File: src/rtl/rtc_pkg.sv
package rtc_pkg;
  localparam int SUB_W = 8;
  localparam int DAY_W = 16;

  typedef struct packed {
    logic [DAY_W-1:0] day;
    logic [2:0]       dow;
    logic [4:0]       hour;
    logic [5:0]       min;
    logic [5:0]       sec;
    logic [SUB_W-1:0] sub;
  } rtc_time_t;

  localparam logic [3:0] A_SUB   = 4'd0;
  localparam logic [3:0] A_SEC   = 4'd1;
  localparam logic [3:0] A_MIN   = 4'd2;
  localparam logic [3:0] A_HOUR  = 4'd3;
  localparam logic [3:0] A_DOW   = 4'd4;
  localparam logic [3:0] A_DAYL  = 4'd5;
  localparam logic [3:0] A_DAYH  = 4'd6;
  localparam logic [3:0] A_ASUB  = 4'd8;
  localparam logic [3:0] A_ASEC  = 4'd9;
  localparam logic [3:0] A_AMIN  = 4'd10;
  localparam logic [3:0] A_AHOUR = 4'd11;
  localparam logic [3:0] A_CTRL  = 4'd12;
  localparam logic [3:0] A_STAT  = 4'd13;
endpackage

File: src/rtl/rtc_prescaler.sv
module rtc_prescaler #(
  parameter int DIV = 128,
  localparam int CW = (DIV > 1) ? $clog2(DIV) : 1
) (
  input  logic clk_i,
  input  logic rst_ni,
  input  logic tick_i,
  input  logic clr_i,
  output logic step_o
);
  logic [CW-1:0] cnt_q;
  localparam logic [CW-1:0] LAST = CW'(DIV - 1);

  assign step_o = tick_i && !clr_i && (cnt_q == LAST);

  always_ff @(posedge clk_i or negedge rst_ni) begin
    if (!rst_ni)        cnt_q <= '0;
    else if (clr_i)     cnt_q <= '0;
    else if (tick_i)    cnt_q <= (cnt_q == LAST) ? '0 : cnt_q + 1'b1;
  end


  hold_no_tick_chk: assert property (@(posedge clk_i) disable iff (!rst_ni)
    (!tick_i && !clr_i) |=> (cnt_q == $past(cnt_q)));
endmodule

File: src/rtl/rtc_timekeeper.sv
module rtc_timekeeper
  import rtc_pkg::*;
(
  input  logic       clk_i,
  input  logic       rst_ni,
  input  logic       step_i,
  input  logic       ld_en_i,
  input  logic [3:0] ld_sel_i,
  input  logic [7:0] ld_data_i,
  output rtc_time_t  time_o
);
  rtc_time_t t_q;
  logic sub_wrap, sec_wrap, min_wrap, hour_wrap;

  assign sub_wrap  = &t_q.sub;
  assign sec_wrap  = sub_wrap && (t_q.sec == 6'd59);
  assign min_wrap  = sec_wrap && (t_q.min == 6'd59);
  assign hour_wrap = min_wrap && (t_q.hour == 5'd23);

  always_ff @(posedge clk_i or negedge rst_ni) begin
    if (!rst_ni) begin
      t_q <= '0;
    end else if (ld_en_i) begin
      t_q.sub <= '0;
      case (ld_sel_i)
        A_SUB:  t_q.sub              <= ld_data_i;
        A_SEC:  t_q.sec              <= ld_data_i[5:0];
        A_MIN:  t_q.min              <= ld_data_i[5:0];
        A_HOUR: t_q.hour             <= ld_data_i[4:0];
        A_DOW:  t_q.dow              <= ld_data_i[2:0];
        A_DAYL: t_q.day[7:0]         <= ld_data_i;
        A_DAYH: t_q.day[DAY_W-1:8]   <= ld_data_i;
        default: ;
      endcase
    end else if (step_i) begin
      t_q.sub <= t_q.sub + 1'b1;
      if (sub_wrap)  t_q.sec  <= (t_q.sec == 6'd59) ? 6'd0 : t_q.sec + 1'b1;
      if (sec_wrap)  t_q.min  <= (t_q.min == 6'd59) ? 6'd0 : t_q.min + 1'b1;
      if (min_wrap)  t_q.hour <= (t_q.hour == 5'd23) ? 5'd0 : t_q.hour + 1'b1;
      if (hour_wrap) begin
        t_q.dow <= (t_q.dow == 3'd6) ? 3'd0 : t_q.dow + 1'b1;
        t_q.day <= t_q.day + 1'b1;
      end
    end
  end

  assign time_o = t_q;


  sub_step_chk: assert property (@(posedge clk_i) disable iff (!rst_ni)
    (step_i && !ld_en_i) |=> (t_q.sub == $past(t_q.sub) + 1'b1));

  day_roll_chk: assert property (@(posedge clk_i) disable iff (!rst_ni)
    (step_i && !ld_en_i && hour_wrap) |=> (t_q.day == $past(t_q.day) + 1'b1) && (t_q.hour == 5'd0));

  sec_hold_chk: assert property (@(posedge clk_i) disable iff (!rst_ni)
    (!ld_en_i && !(step_i && sub_wrap)) |=> $stable(t_q.sec));
endmodule

File: src/rtl/rtc_alarm.sv
module rtc_alarm
  import rtc_pkg::*;
(
  input  logic             clk_i,
  input  logic             rst_ni,
  input  logic             eval_i,
  input  rtc_time_t        now_i,
  input  logic [SUB_W-1:0] a_sub_i,
  input  logic [5:0]       a_sec_i,
  input  logic [5:0]       a_min_i,
  input  logic [4:0]       a_hour_i,
  input  logic [3:0]       cmp_en_i,
  input  logic             clr_i,
  output logic             flag_o
);
  logic [3:0] hit;
  logic       match;

  assign hit[0] = !cmp_en_i[0] || (now_i.sub  == a_sub_i);
  assign hit[1] = !cmp_en_i[1] || (now_i.sec  == a_sec_i);
  assign hit[2] = !cmp_en_i[2] || (now_i.min  == a_min_i);
  assign hit[3] = !cmp_en_i[3] || (now_i.hour == a_hour_i);
  assign match  = (|cmp_en_i) && (&hit);

  // a new match wins over a clear in the same cycle
  always_ff @(posedge clk_i or negedge rst_ni) begin
    if (!rst_ni)                flag_o <= 1'b0;
    else if (eval_i && match)   flag_o <= 1'b1;
    else if (clr_i)             flag_o <= 1'b0;
  end


  flag_sticky_chk: assert property (@(posedge clk_i) disable iff (!rst_ni)
    (flag_o && !clr_i) |=> flag_o);

  no_cmp_chk: assert property (@(posedge clk_i) disable iff (!rst_ni)
    (!flag_o && cmp_en_i == 4'd0) |=> !flag_o);

  eval_only_chk: assert property (@(posedge clk_i) disable iff (!rst_ni)
    (!flag_o && !eval_i) |=> !flag_o);
endmodule

File: src/rtl/rtc_calendar.sv
module rtc_calendar
  import rtc_pkg::*;
#(
  parameter int DIV = 128
) (
  input  logic       clk_i,
  input  logic       rst_ni,
  input  logic       tick_i,
  input  logic       wr_en_i,
  input  logic       rd_en_i,
  input  logic [3:0] addr_i,
  input  logic [7:0] wdata_i,
  output logic [7:0] rdata_o,
  output logic       alarm_irq_o
);
  rtc_time_t        now;
  rtc_time_t        snap_q;
  logic             step, eval_q, ld_en, flag, clr;
  logic [SUB_W-1:0] a_sub_q;
  logic [5:0]       a_sec_q, a_min_q;
  logic [4:0]       a_hour_q;
  logic [3:0]       cmp_en_q;
  logic             irq_en_q;

  assign ld_en = wr_en_i && (addr_i <= A_DAYH);
  assign clr   = wr_en_i && (addr_i == A_STAT) && wdata_i[0];

  rtc_prescaler #(.DIV(DIV)) u_pre (
    .clk_i(clk_i), .rst_ni(rst_ni), .tick_i(tick_i), .clr_i(ld_en), .step_o(step));

  rtc_timekeeper u_tk (
    .clk_i(clk_i), .rst_ni(rst_ni), .step_i(step), .ld_en_i(ld_en),
    .ld_sel_i(addr_i), .ld_data_i(wdata_i), .time_o(now));

  always_ff @(posedge clk_i or negedge rst_ni) begin
    if (!rst_ni) begin
      eval_q   <= 1'b0;
      snap_q   <= '0;
      a_sub_q  <= '0;
      a_sec_q  <= '0;
      a_min_q  <= '0;
      a_hour_q <= '0;
      cmp_en_q <= '0;
      irq_en_q <= 1'b0;
    end else begin
      eval_q <= step && !ld_en;
      if (rd_en_i && addr_i == A_SUB) snap_q <= now;
      if (wr_en_i) begin
        case (addr_i)
          A_ASUB:  a_sub_q  <= wdata_i;
          A_ASEC:  a_sec_q  <= wdata_i[5:0];
          A_AMIN:  a_min_q  <= wdata_i[5:0];
          A_AHOUR: a_hour_q <= wdata_i[4:0];
          A_CTRL:  {irq_en_q, cmp_en_q} <= wdata_i[4:0];
          default: ;
        endcase
      end
    end
  end

  rtc_alarm u_alm (
    .clk_i(clk_i), .rst_ni(rst_ni), .eval_i(eval_q), .now_i(now),
    .a_sub_i(a_sub_q), .a_sec_i(a_sec_q), .a_min_i(a_min_q), .a_hour_i(a_hour_q),
    .cmp_en_i(cmp_en_q), .clr_i(clr), .flag_o(flag));

  assign alarm_irq_o = flag && irq_en_q;

  always_comb begin
    case (addr_i)
      A_SUB:   rdata_o = now.sub;
      A_SEC:   rdata_o = {2'b0, snap_q.sec};
      A_MIN:   rdata_o = {2'b0, snap_q.min};
      A_HOUR:  rdata_o = {3'b0, snap_q.hour};
      A_DOW:   rdata_o = {5'b0, snap_q.dow};
      A_DAYL:  rdata_o = snap_q.day[7:0];
      A_DAYH:  rdata_o = snap_q.day[DAY_W-1:8];
      A_ASUB:  rdata_o = a_sub_q;
      A_ASEC:  rdata_o = {2'b0, a_sec_q};
      A_AMIN:  rdata_o = {2'b0, a_min_q};
      A_AHOUR: rdata_o = {3'b0, a_hour_q};
      A_CTRL:  rdata_o = {3'b0, irq_en_q, cmp_en_q};
      A_STAT:  rdata_o = {7'b0, flag};
      default: rdata_o = 8'h00;
    endcase
  end


  load_clear_chk: assert property (@(posedge clk_i) disable iff (!rst_ni)
    (wr_en_i && addr_i >= A_SEC && addr_i <= A_DAYH) |=> (now.sub == '0));

  snap_hold_chk: assert property (@(posedge clk_i) disable iff (!rst_ni)
    !(rd_en_i && addr_i == A_SUB) |=> $stable(snap_q));

  irq_gate_chk: assert property (@(posedge clk_i) disable iff (!rst_ni)
    alarm_irq_o |-> (rdata_o[0] || addr_i != A_STAT));
endmodule

File: config.mk
export PLATFORM = sky130hd
export DESIGN_NAME = rtc_calendar
export DESIGN_NICKNAME = d
export VERILOG_FILES = /design/src/rtl/rtc_pkg.sv /design/src/rtl/rtc_prescaler.sv /design/src/rtl/rtc_timekeeper.sv /design/src/rtl/rtc_alarm.sv /design/src/rtl/rtc_calendar.sv
export SDC_FILE = /design/constraint.sdc
export NUM_CORES = 1
export LEC_CHECK = 0
export ABC_AREA = 1
export ABC_CLOCK_PERIOD_IN_PS = 6100
export BUFFER_PORTS_ARGS = -buffer_cell sky130_fd_sc_hd__buf_2
export CAP_MARGIN = 20
export CORE_MARGIN = 2
export CORE_UTILIZATION = 50
export DETAILED_ROUTE_END_ITERATION = 12
export PLACE_DENSITY = 0.67
export SLEW_MARGIN = 20
export SYNTH_ARGS = -nofsm -noshare
export SYNTH_HDL_FRONTEND = slang
export SYNTH_HIERARCHICAL = 1
export SYNTH_SLANG_ARGS = --single-unit
File: constraint.sdc
create_clock -name clk_i -period 6.1 [get_ports clk_i]
set_input_delay 0.61 -clock clk_i [delete_from_list [all_inputs] [get_ports clk_i]]
set_output_delay 0.61 -clock clk_i [all_outputs]
set_load 0.005 [all_outputs]
# Word-level counts from Yosys, hierarchy flattened
# Index checks and enable logic that the tools add are counted.
dict set report classes {
  add_sub_neg 7
  multipliers 0
  div_mod_pow 0
  n_lt_le_gt_ge 1
  eq_ne 27
  shift 0
  muxes 23
  bitwise 0
  reduce_logical 44
}
# op count
set ops {}
lappend ops {{$pmux W8 S13} 1}
lappend ops {{$mux W44} 2}
lappend ops {{$mux W6} 6}
lappend ops {{$eq A4 B4 Y1 const B} 6}
lappend ops {{$mux W8} 3}
lappend ops {{$mux W7} 3}
lappend ops {{$mux W19} 1}
lappend ops {{$reduce_and A3 Y1} 6}
lappend ops {{$add A16 B1 Y16 const B} 1}
lappend ops {{$mux W5} 3}
lappend ops {{$reduce_bool A2 Y1} 7}
lappend ops {{$logic_and A1 B1 Y1} 13}
lappend ops {{$add A6 B1 Y6 const B} 2}
lappend ops {{$eq A4 B3 Y1 const B} 3}
lappend ops {{$eq A6 B6 Y1} 2}
lappend ops {{$eq A6 B6 Y1 const B} 2}
lappend ops {{$ne A2 B1 Y1 const B} 6}
lappend ops {{$reduce_and A2 Y1} 5}
lappend ops {{$add A8 B1 Y8 const B} 1}
lappend ops {{$eq A4 B2 Y1 const B} 2}
lappend ops {{$eq A8 B8 Y1} 1}
lappend ops {{$reduce_and A8 Y1} 1}
lappend ops {{$add A7 B1 Y7 const B} 1}
lappend ops {{$eq A7 B7 Y1 const B} 1}
lappend ops {{14 further kinds} 23}
dict set report totals {
  reg_bits 119
  latch_bits 0
  ram_bits 0
  mem_bits_ro 0
  in_bits 17
  wordCells 123
  n_memories 0
}

# Logic depth before layout (Yosys ltp)
# Gate-level depths: netlist of run 1.
dict set report depth {
  depth_word 7
  mapped_depth 13
  mapped_depth_nobuf 13
}

# Cells and area by module
# Netlist of run 1, hierarchy kept.
# module n_inst cells_each area_each_um2 seq_area_each_um2
set by_module_without_submodules {}
lappend by_module_without_submodules {rtc_calendar 1 439 3316.9 1676.6}
lappend by_module_without_submodules {rtc_timekeeper 1 429 2979.1 1101.1}
lappend by_module_without_submodules {rtc_alarm 1 122 523.0 25.0}
lappend by_module_without_submodules {rtc_prescaler 1 59 416.6 175.2}

# Worst setup path after synthesis of run 1
# Ideal clock, no wire load.
dict set report synth_path {
  kind {input-to-reg}
  from {input port wr_en_i}
  to {register u_tk.t_q, in the netlist u_tk/time_o[30]}
  setup_ns 0.118
  arrival_time_ns 2.235
  required_time_ns 5.982
  path_slack_ns 3.748
  cell_stages 12
  cell_sequence {buf_2 > o211ai_1 > inv_1 > nor2_1 > inv_1 > nor2_1 > nor2_4 > a21oi_1 > nand3_2 > buf_6 > nand2_1 > o21ai_2}
}
dict set report synth_between {
  elab_chain_len 6
}
# element line
set synth_lines {}
lappend synth_lines {{start: declaration} rtc_calendar.sv:9} ;# input logic wr_en_i,
lappend synth_lines {{$logic_and A1 B1 Y1} rtc_calendar.sv:25} ;# assign ld_en = wr_en_i && (addr_i <= A_DAYH);
lappend synth_lines {{via ld_en} rtc_calendar.sv:18} ;# logic step, eval_q, ld_en, flag, clr;
lappend synth_lines {{$logic_not A1 Y1} rtc_prescaler.sv:14} ;# assign step_o = tick_i && !clr_i && (cnt_q == LAST);
lappend synth_lines {{$logic_and A1 B1 Y1 (2 in a row)} rtc_prescaler.sv:14}
lappend synth_lines {{via step} rtc_calendar.sv:18}
lappend synth_lines {{$reduce_bool A2 Y1 (no source line)} --}
lappend synth_lines {{$reduce_and A3 Y1 (no source line)} --}
lappend synth_lines {{end: declaration} rtc_timekeeper.sv:12} ;# rtc_time_t t_q;
# The timed path passes the listed nets, and every way through them passes these cells.
# A chain may end at the register's enable or synchronous reset.

# Final worst setup path of run 1
dict set report layout_path {
  from {input port addr_i[0]}
  to {output port rdata_o[5]}
}
dict set report layout_between {
  elab_chain_len 2
}
# element line
set layout_lines {}
lappend layout_lines {{start: declaration} rtc_calendar.sv:11} ;# input logic [3:0] addr_i,
lappend layout_lines {{$eq A4 B4 Y1 (tied with other cells)} rtc_calendar.sv:69} ;# case (addr_i)
lappend layout_lines {{$pmux W8 S13 (*)} rtc_calendar.sv:69}
lappend layout_lines {{end: declaration} rtc_calendar.sv:13} ;# output logic [7:0] rdata_o,
# Mark *: on every way between the ends. The rest lies on a longest branch, timed or not.

==> qor.txt, run 1 <==
Hold_buf cts -> 0
Period minus WS final -> 2.848 ns
Flop pwr share -> 42.6%
Outcome -> complete, no violations
Vias per inst -> 5.353
Critical path type -> in2out
DIE WIDTH -> 124.3 µm
Number of global-route vias before repair -> 6180
Cell count after synthesis -> 1049
Max frequency -> 0.3511 GHz
Cell Area, Synth -> 7236 µm²
Warnings from Yosys -> 6
Main area contributors after synthesis -> dfrtp_1, nand2_1, nand3_1
Crit path DAT -> 2.24 ns
Later-pin clock latency in the skew report -> 0.42 ns
Hold Fails Final Rpt -> 0
Placed cells -> 1235
Drt wl/cell -> 16.25 µm
PD cells -> 299.7 nW/µm²
Diode count -> 0
Pre-CTS setup slack -> 2.946 ns
Worst slew pin tran -> 0.8162 ns
Gpl congestion -> 1.006
Setup TNS Final -> 0 ns
Share of cells above drive strength 1 -> 9.954%
Combinational power share -> 15.4%
Die H -> 124.3 µm
Initial DRC Count -> 570
TritonRoute pass-1 iters -> 5
Post-Layout Cell Count -> 1265
Hold crit path type -> in2async
Ports -> 26
RSZ-0062 raised after global routing -> false
Internal power -> 0.001700 W
Post-cts resize count -> 0
Synth cell types -> 40
Clock tree sinks -> 119
Final Util -> 57.61%
Required time of the critical path -> 5.49 ns
CTS Buf Count -> 17
DP HPWL -> 14920 µm
Clock share of power -> 42.0%
CP Capture Type -> primary output
Via Count -> 6771
I/O Buffers -> 25
Clk root buf -> clkbuf_16
Post-synth top area share -> 41.16%
Starting Density -> 51.73%
Layout area overhead -> 11.38%
Net Sw Power -> 0.0007153 W
Worst Clk Skew -> 0.006602 ns
Largest area contributor in the netlist -> dfrtp_1
Post-CTS setup buffer count -> 0
Area of the die -> 15450 µm²
Net Sw Frac -> 29.62%
Synthesized flop and latch total -> 119
Post-Syn Area per Cell -> 6.898 µm²
Crit path launch type -> input port
Seq/Total Area, Yosys -> 41.16%
Antenna violations before repair -> 0
Crit-path max FO -> 31
First-pass GRT wire length -> 32750 µm
Maximum vdd drop -> 0.0001889 V
CTS clk-pin slew, worst paths -> 0.06 ns
Filler cells -> 1381
Grt ovf -> 0
Rows -> 43
DRT Wirelength -> 20550 µm
Number of remaining DRC errors -> 0
Leakage -> 4.250 nW
H-tree levels -> 4
Max-slew headroom -> 45.58%
Final setup viols -> 0
Core Region -> 13990 µm²
Fin nets -> 1097
Net count after synthesis -> 1072
Antenna viol nets, final -> 0
Final worst-path cycle share -> 46.69%
Hold Slack -> 0.2695 ns
CTS tree -> yes
Clk buf depth -> 2
Fin. max-slew vios -> 0
Setup ws final -> 3.252 ns
Max Cap Viol -> 0
Pin count of the biggest net entering global routing -> 64
Gr usage total -> 27.12%
[cell type report]
| class | instances | area, µm² | area share [%] |
|---|---|---|---|
| multi-input combinational | 801 | 3706 | 45.99 |
| sequential | 119 | 2978 | 36.95 |
| clock buffer | 20 | 466.7 | 5.791 |
| inverter | 106 | 397.9 | 4.937 |
| tap | 180 | 225.2 | 2.795 |
| timing repair buffer | 29 | 157.7 | 1.956 |
| clock inverter | 10 | 127.6 | 1.584 |
[critical path: stages]
cell,delay (ns)
buf_2,0.16
nor2_4,0.21
inv_2,0.10
nor2_4,0.60
nand2_1,0.22
nand3_1,0.11
nand3b_1,0.11
buf_2,0.11
[cells in the mapped netlist (all sizes together)]
cell	count
nor2	112
nand3	99
dfrtp	119
buf	18
nor3	7
ha	6
o21a	4
xor2	10
o31ai	3
nand4	6
o21ai	75
inv	106
a2bb2oi	1
or2	1
o22ai	1
nand2	444
nor4	1
xnor2	7
o211ai	2
clkbuf	5
a31oi	2
o21bai	2
a22oi	1
a21oi	15
nand3b	2
[layer usage]
layer | vias up | part of all wire, % | GRT usage (%)
met5 | - | 0 | 0
met4 | 0 | 2.3 | 8.262
met3 | 42 | 6.9 | 5.885
met2 | 247 | 45 | 41.72
met1 | 3128 | 46 | 38.48
li1 | 3354 | - | -
[path summary, 6_finish.rpt]
path / slack [ns] / endpoint / from / depth (start not counted)
setup / recovery: 3.25 / rdata_o[5] / addr_i[0] / 8
hold / removal: 0.27 / a_min_q[2]$_DFFE_PN0P_ / rst_ni / 1
setup reg to reg: 3.74 / u_tk/time_o[40]$_DFFE_PN0P_ / u_pre/cnt_q[0]$_DFFE_PN0P_ / 12
hold reg to reg: 0.47 / snap_q[33]$_DFFE_PN0P_ / snap_q[33]$_DFFE_PN0P_ / 2
max in group asynchronous: 4.60 / snap_q[40]$_DFFE_PN0P_ / rst_ni / 2
min in group clk_i: 0.47 / snap_q[33]$_DFFE_PN0P_ / snap_q[33]$_DFFE_PN0P_ / 2
[stage by stage]
| stage | area, µm² | power [W] |
|---|---|---|
| 2_1_floorplan | 7236 | 0.001271 |
| 3_3_place_gp | 7465 | 0.001394 |
| 3_5_place_dp | 7465 | 0.001405 |
| 4_1_cts | 8059 | 0.002415 |
| 5_1_grt | 8059 | 0.002538 |
| 6_report | 8059 | 0.002415 |
[flip-flops by register name (all words and copies together) (netlist names), 4 cells and up]
signal	flops
a_sub_q	8
a_sec_q	6
snap_q	36
u_tk/time_o	44
a_min_q	6
cmp_en_q	4
a_hour_q	5
u_pre/cnt_q	7
[power by group through the flow]
stage	Clock, W	Combinational [W]	Sequential, W
after floorplan	0	0.000280	0.000991
after global placement	0	0.000361	0.00103
after detailed placement	0	0.000368	0.00104
after CTS	0.00102	0.000371	0.00103
after global routing	0.00106	0.000431	0.00104
final	0.00101	0.000372	0.00103
[placed cells by master (no fill, tap or decap), types with 2 or more instances in the layout]
cell type    n
a21oi_1     15
a31oi_1      2
buf_2       24
buf_4        5
bufinv_16    3
clkbuf_16   17
clkbuf_8     3
clkinv_2     6
dfrtp_1    119
ha_1         6
inv_1      100
inv_2        6
nand2_1    432
nand2_2      7
nand2_4      5
nand3_1     97
nand3b_1     2
nand4_1      6
nor2_1      98
nor2_2       5
nor2_4       9
nor3_1       5
o211ai_1     2
o21a_1       4
o21ai_0     57
o21ai_1      7
o21ai_2     10
o21bai_1     2
o31ai_1      2
xnor2_1      7
xor2_1      10
[logic make-up after synthesis]
group           count (synthesis)  share of synthesized area (%)
compound gates                106                          8.715
buf+inv                       129                          7.626
fa+ha+maj                       6                          1.037
simple gates                  672                          39.41
flops                         119                          41.16
xor+xnor                       17                          2.058
No activity file was read; power rests on OpenSTA's default activity.
==> run 2, diff against run 1 <==
Settings changed: ABC_CLOCK_PERIOD_IN_PS 6100 to 2920.
Clock period 6.1 ns to 2.92 ns, I/O delays scaled along.
==> run 2 against run 1 <==
Sequential cell count unchanged. Wire length increased by 2.8%. Non-clock buffer count up 5. Via count up 1.0%. Clock power up 130%. The run now ends with negative hold slack left. Setup slack lost 2.7 ns. Largest power group is now the clock network. Critical path depth increased by 3.
==> qor.txt, run 2 (same netlist as run 1, synthesis figures left out) <==
Outcome -> finished with violations (was complete, no violations)
Failing checks -> negative hold slack
Critical path's slowest cell -> dfrtp_1 (was nor2_4)
Drt wl/cell -> 16.62 µm (was 16.25 µm)
TritonRoute pass-1 iters -> 5 (unchanged)
Critical path type -> reg2reg (was in2out)
Die H -> 124.3 µm (unchanged)
DRT Wirelength -> 21130 µm (was 20550 µm)
Hold_buf cts -> 0 (unchanged)
Number of global-route vias before repair -> 6345 (was 6180)
Combinational power share -> 15.1% (was 15.4%)
Later-pin clock latency in the skew report -> 0.42 ns (about the same)
DP HPWL -> 15220 µm (was 14920 µm)
Crit path launch type -> register (was input port)
RSZ-0062 raised after global routing -> false (unchanged)
Gr usage total -> 27.83% (was 27.12%)
Final setup viols -> 0 (unchanged)
H-tree levels -> 4 (unchanged)
Post-CTS setup buffer count -> 0 (unchanged)
Clk buf depth -> 2 (unchanged)
Max reg flops -> 44 (unchanged)
Slowest stage delay, CP -> 0.40 ns (was 0.60 ns)
Via Count -> 6840 (was 6771)
Post-cts resize count -> 0 (unchanged)
First-pass GRT wire length -> 33780 µm (was 32750 µm)
Max-slew headroom -> 54.67% (was 45.58%)
Clock tree sinks -> 119 (unchanged)
Fin nets -> 1102 (was 1097)
CTS Buf Count -> 17 (unchanged)
Number of remaining DRC errors -> 0 (unchanged)
Required time of the critical path -> 3.25 ns (was 5.49 ns)
Core Region -> 13990 µm² (unchanged)
Most frequent cells in the layout -> nand2_1, dfrtp_1, inv_1, nor2_1, nand3_1 (unchanged)
Critical path buffers and inverters -> 3 (unchanged)
Starting Density -> 51.73% (unchanged)
Antenna viol nets, final -> 0 (unchanged)
Final worst-path cycle share -> 82.60%
Pin count of the biggest net entering global routing -> 120 (was 64)
Clock share of power -> 44.2% (was 42.0%)
Worst slew pin tran -> 0.6799 ns (was 0.8162 ns)
Fin. max-slew vios -> 0 (unchanged)
Maximum vdd drop -> 0.0003793 V (was 0.0001889 V)
Flop pwr share -> 40.7% (was 42.6%)
Internal power -> 0.003766 W (was 0.001700 W)
Leakage -> 4.302 nW (was 4.250 nW)
R2r setup slk -> 0.51 ns (was 3.74 ns)
Worst Clk Skew -> 0.009427 ns (was 0.006602 ns)
Crit-path max FO -> 11 (was 31)
Hold Slack -> -0.06951 ns (was 0.2695 ns)
Hold Fails Final Rpt -> 47 (was 0)
Max Cap Viol -> 0 (unchanged)
Gpl congestion -> 0.9809 (was 1.006)
CP Capture Type -> register (was primary output)
PD cells -> 643.2 nW/µm² (was 299.7 nW/µm²)
Antenna violations before repair -> 0 (unchanged)
Max frequency -> 0.4146 GHz
DIE WIDTH -> 124.3 µm (unchanged)
I/O Buffers -> 25 (unchanged)
Layout area overhead -> 12.92% (was 11.38%)
CTS tree -> yes (unchanged)
CP top delay family -> simple AND/OR/NAND/NOR gates (unchanged)
CTS clk-pin slew, worst paths -> 0.05 ns (was 0.06 ns)
Hold crit path type -> in2async (unchanged)
Crit path DAT -> 2.75 ns (was 2.24 ns)
Most frequent CP cell -> inv_1
Net Sw Frac -> 28.34% (was 29.62%)
Ports -> 26 (unchanged)
Setup TNS Final -> 0 ns (unchanged)
Rows -> 43 (unchanged)
Initial DRC Count -> 644 (was 570)
Clk root buf -> clkbuf_16 (unchanged)
Area of the die -> 15450 µm² (unchanged)
Most common cell after layout, fill and taps aside -> nand2_1 (unchanged)
Period minus WS final -> 2.412 ns
Share of cells above drive strength 1 -> 10.27% (was 9.954%)
Vias per inst -> 5.382 (was 5.353)
Cells along the critical path -> ha_1, inv_1, nor2_2, nand2_2, nor2_1, nor2_4, inv_1, nand4_1, inv_2, nand2_1, o21ai_0 (was buf_2, nor2_4, inv_2, nor2_4, nand2_1, nand3_1, nand3b_1, buf_2)
Grt ovf -> 0 (unchanged)
Net Sw Power -> 0.001490 W (was 0.0007153 W)
Diode count -> 0 (unchanged)
Tot Pwr -> 0.005255 W (was 0.002415 W)
run 2: path summary, 6_finish.rpt:
kind / startpoint / to / cells after the start
worst max-delay path: u_pre/cnt_q[0]$_DFFE_PN0P_ / u_tk/time_o[16]$_DFFE_PN0P_ / 11
worst min-delay path: rst_ni / snap_q[18]$_DFFE_PN0P_ / 2
worst max register to register: u_pre/cnt_q[0]$_DFFE_PN0P_ / u_tk/time_o[16]$_DFFE_PN0P_ / 11
worst min register to register: snap_q[32]$_DFFE_PN0P_ / snap_q[32]$_DFFE_PN0P_ / 2
max in group asynchronous: rst_ni / u_tk/time_o[21]$_DFFE_PN0P_ / 2
min in group clk_i: wdata_i[6] / a_sub_q[6]$_DFFE_PN0P_ / 3
run 2: worst reg2reg max path, stage by stage (launching register included):
cell and delay (ns):
dfrtp_1 0.40, ha_1 0.26, inv_1 0.08, nor2_2 0.12
nand2_2 0.10, nor2_1 0.32, nor2_4 0.08, inv_1 0.31
nand4_1 0.29, inv_2 0.22, nand2_1 0.08, o21ai_0 0.08
run 2: metrics by stage:
step / area (µm²) / setup slack (ns) / hold WS, ns / instances / util, %
3_3_place_gp: 7515 / 0.4403 / 0.4509 / 1240 / 53.72
6_report: 8170 / 0.5080 / -0.06951 / 1271 / 58.41
4_1_cts: 8170 / 0.5512 / 0.005783 / 1271 / 58.41
3_5_place_dp: 7515 / 0.4110 / 0.4473 / 1240 / 53.72
5_1_grt: 8170 / 0.3453 / 0.0006986 / 1271 / 58.41
2_1_floorplan: 7236 / 0.8856 / -0.003591 / 1049 / -
run 2: power by group through the flow:
stage / sequential, W / combinational (W) / clock [W]
4_1_cts: 0.00214 / 0.000788 / 0.00235
3_3_place_gp: 0.00216 / 0.000762 / 0
6_report: 0.00214 / 0.000792 / 0.00232
5_1_grt: 0.00217 / 0.000907 / 0.00245
3_5_place_dp: 0.00216 / 0.000779 / 0
2_1_floorplan: 0.00207 / 0.000585 / 0
run 2: layout make-up:
type,instances,area (µm²)
clock buffer,23,488.0
multi-input combinational,801,3706
inverter,106,397.9
tap,180,225.2
clock inverter,8,167.7
timing repair buffer,34,207.7
sequential,119,2978
fill,1322,5818
run 2: layer usage:
metal	GRT usage, %	vias to the layer above	share of wire (%)
met5	0	-	0
met4	13.28	0	4.0
met3	5.584	45	6.6
met2	40.28	249	43
met1	39.96	3169	46
li1	-	3377	-
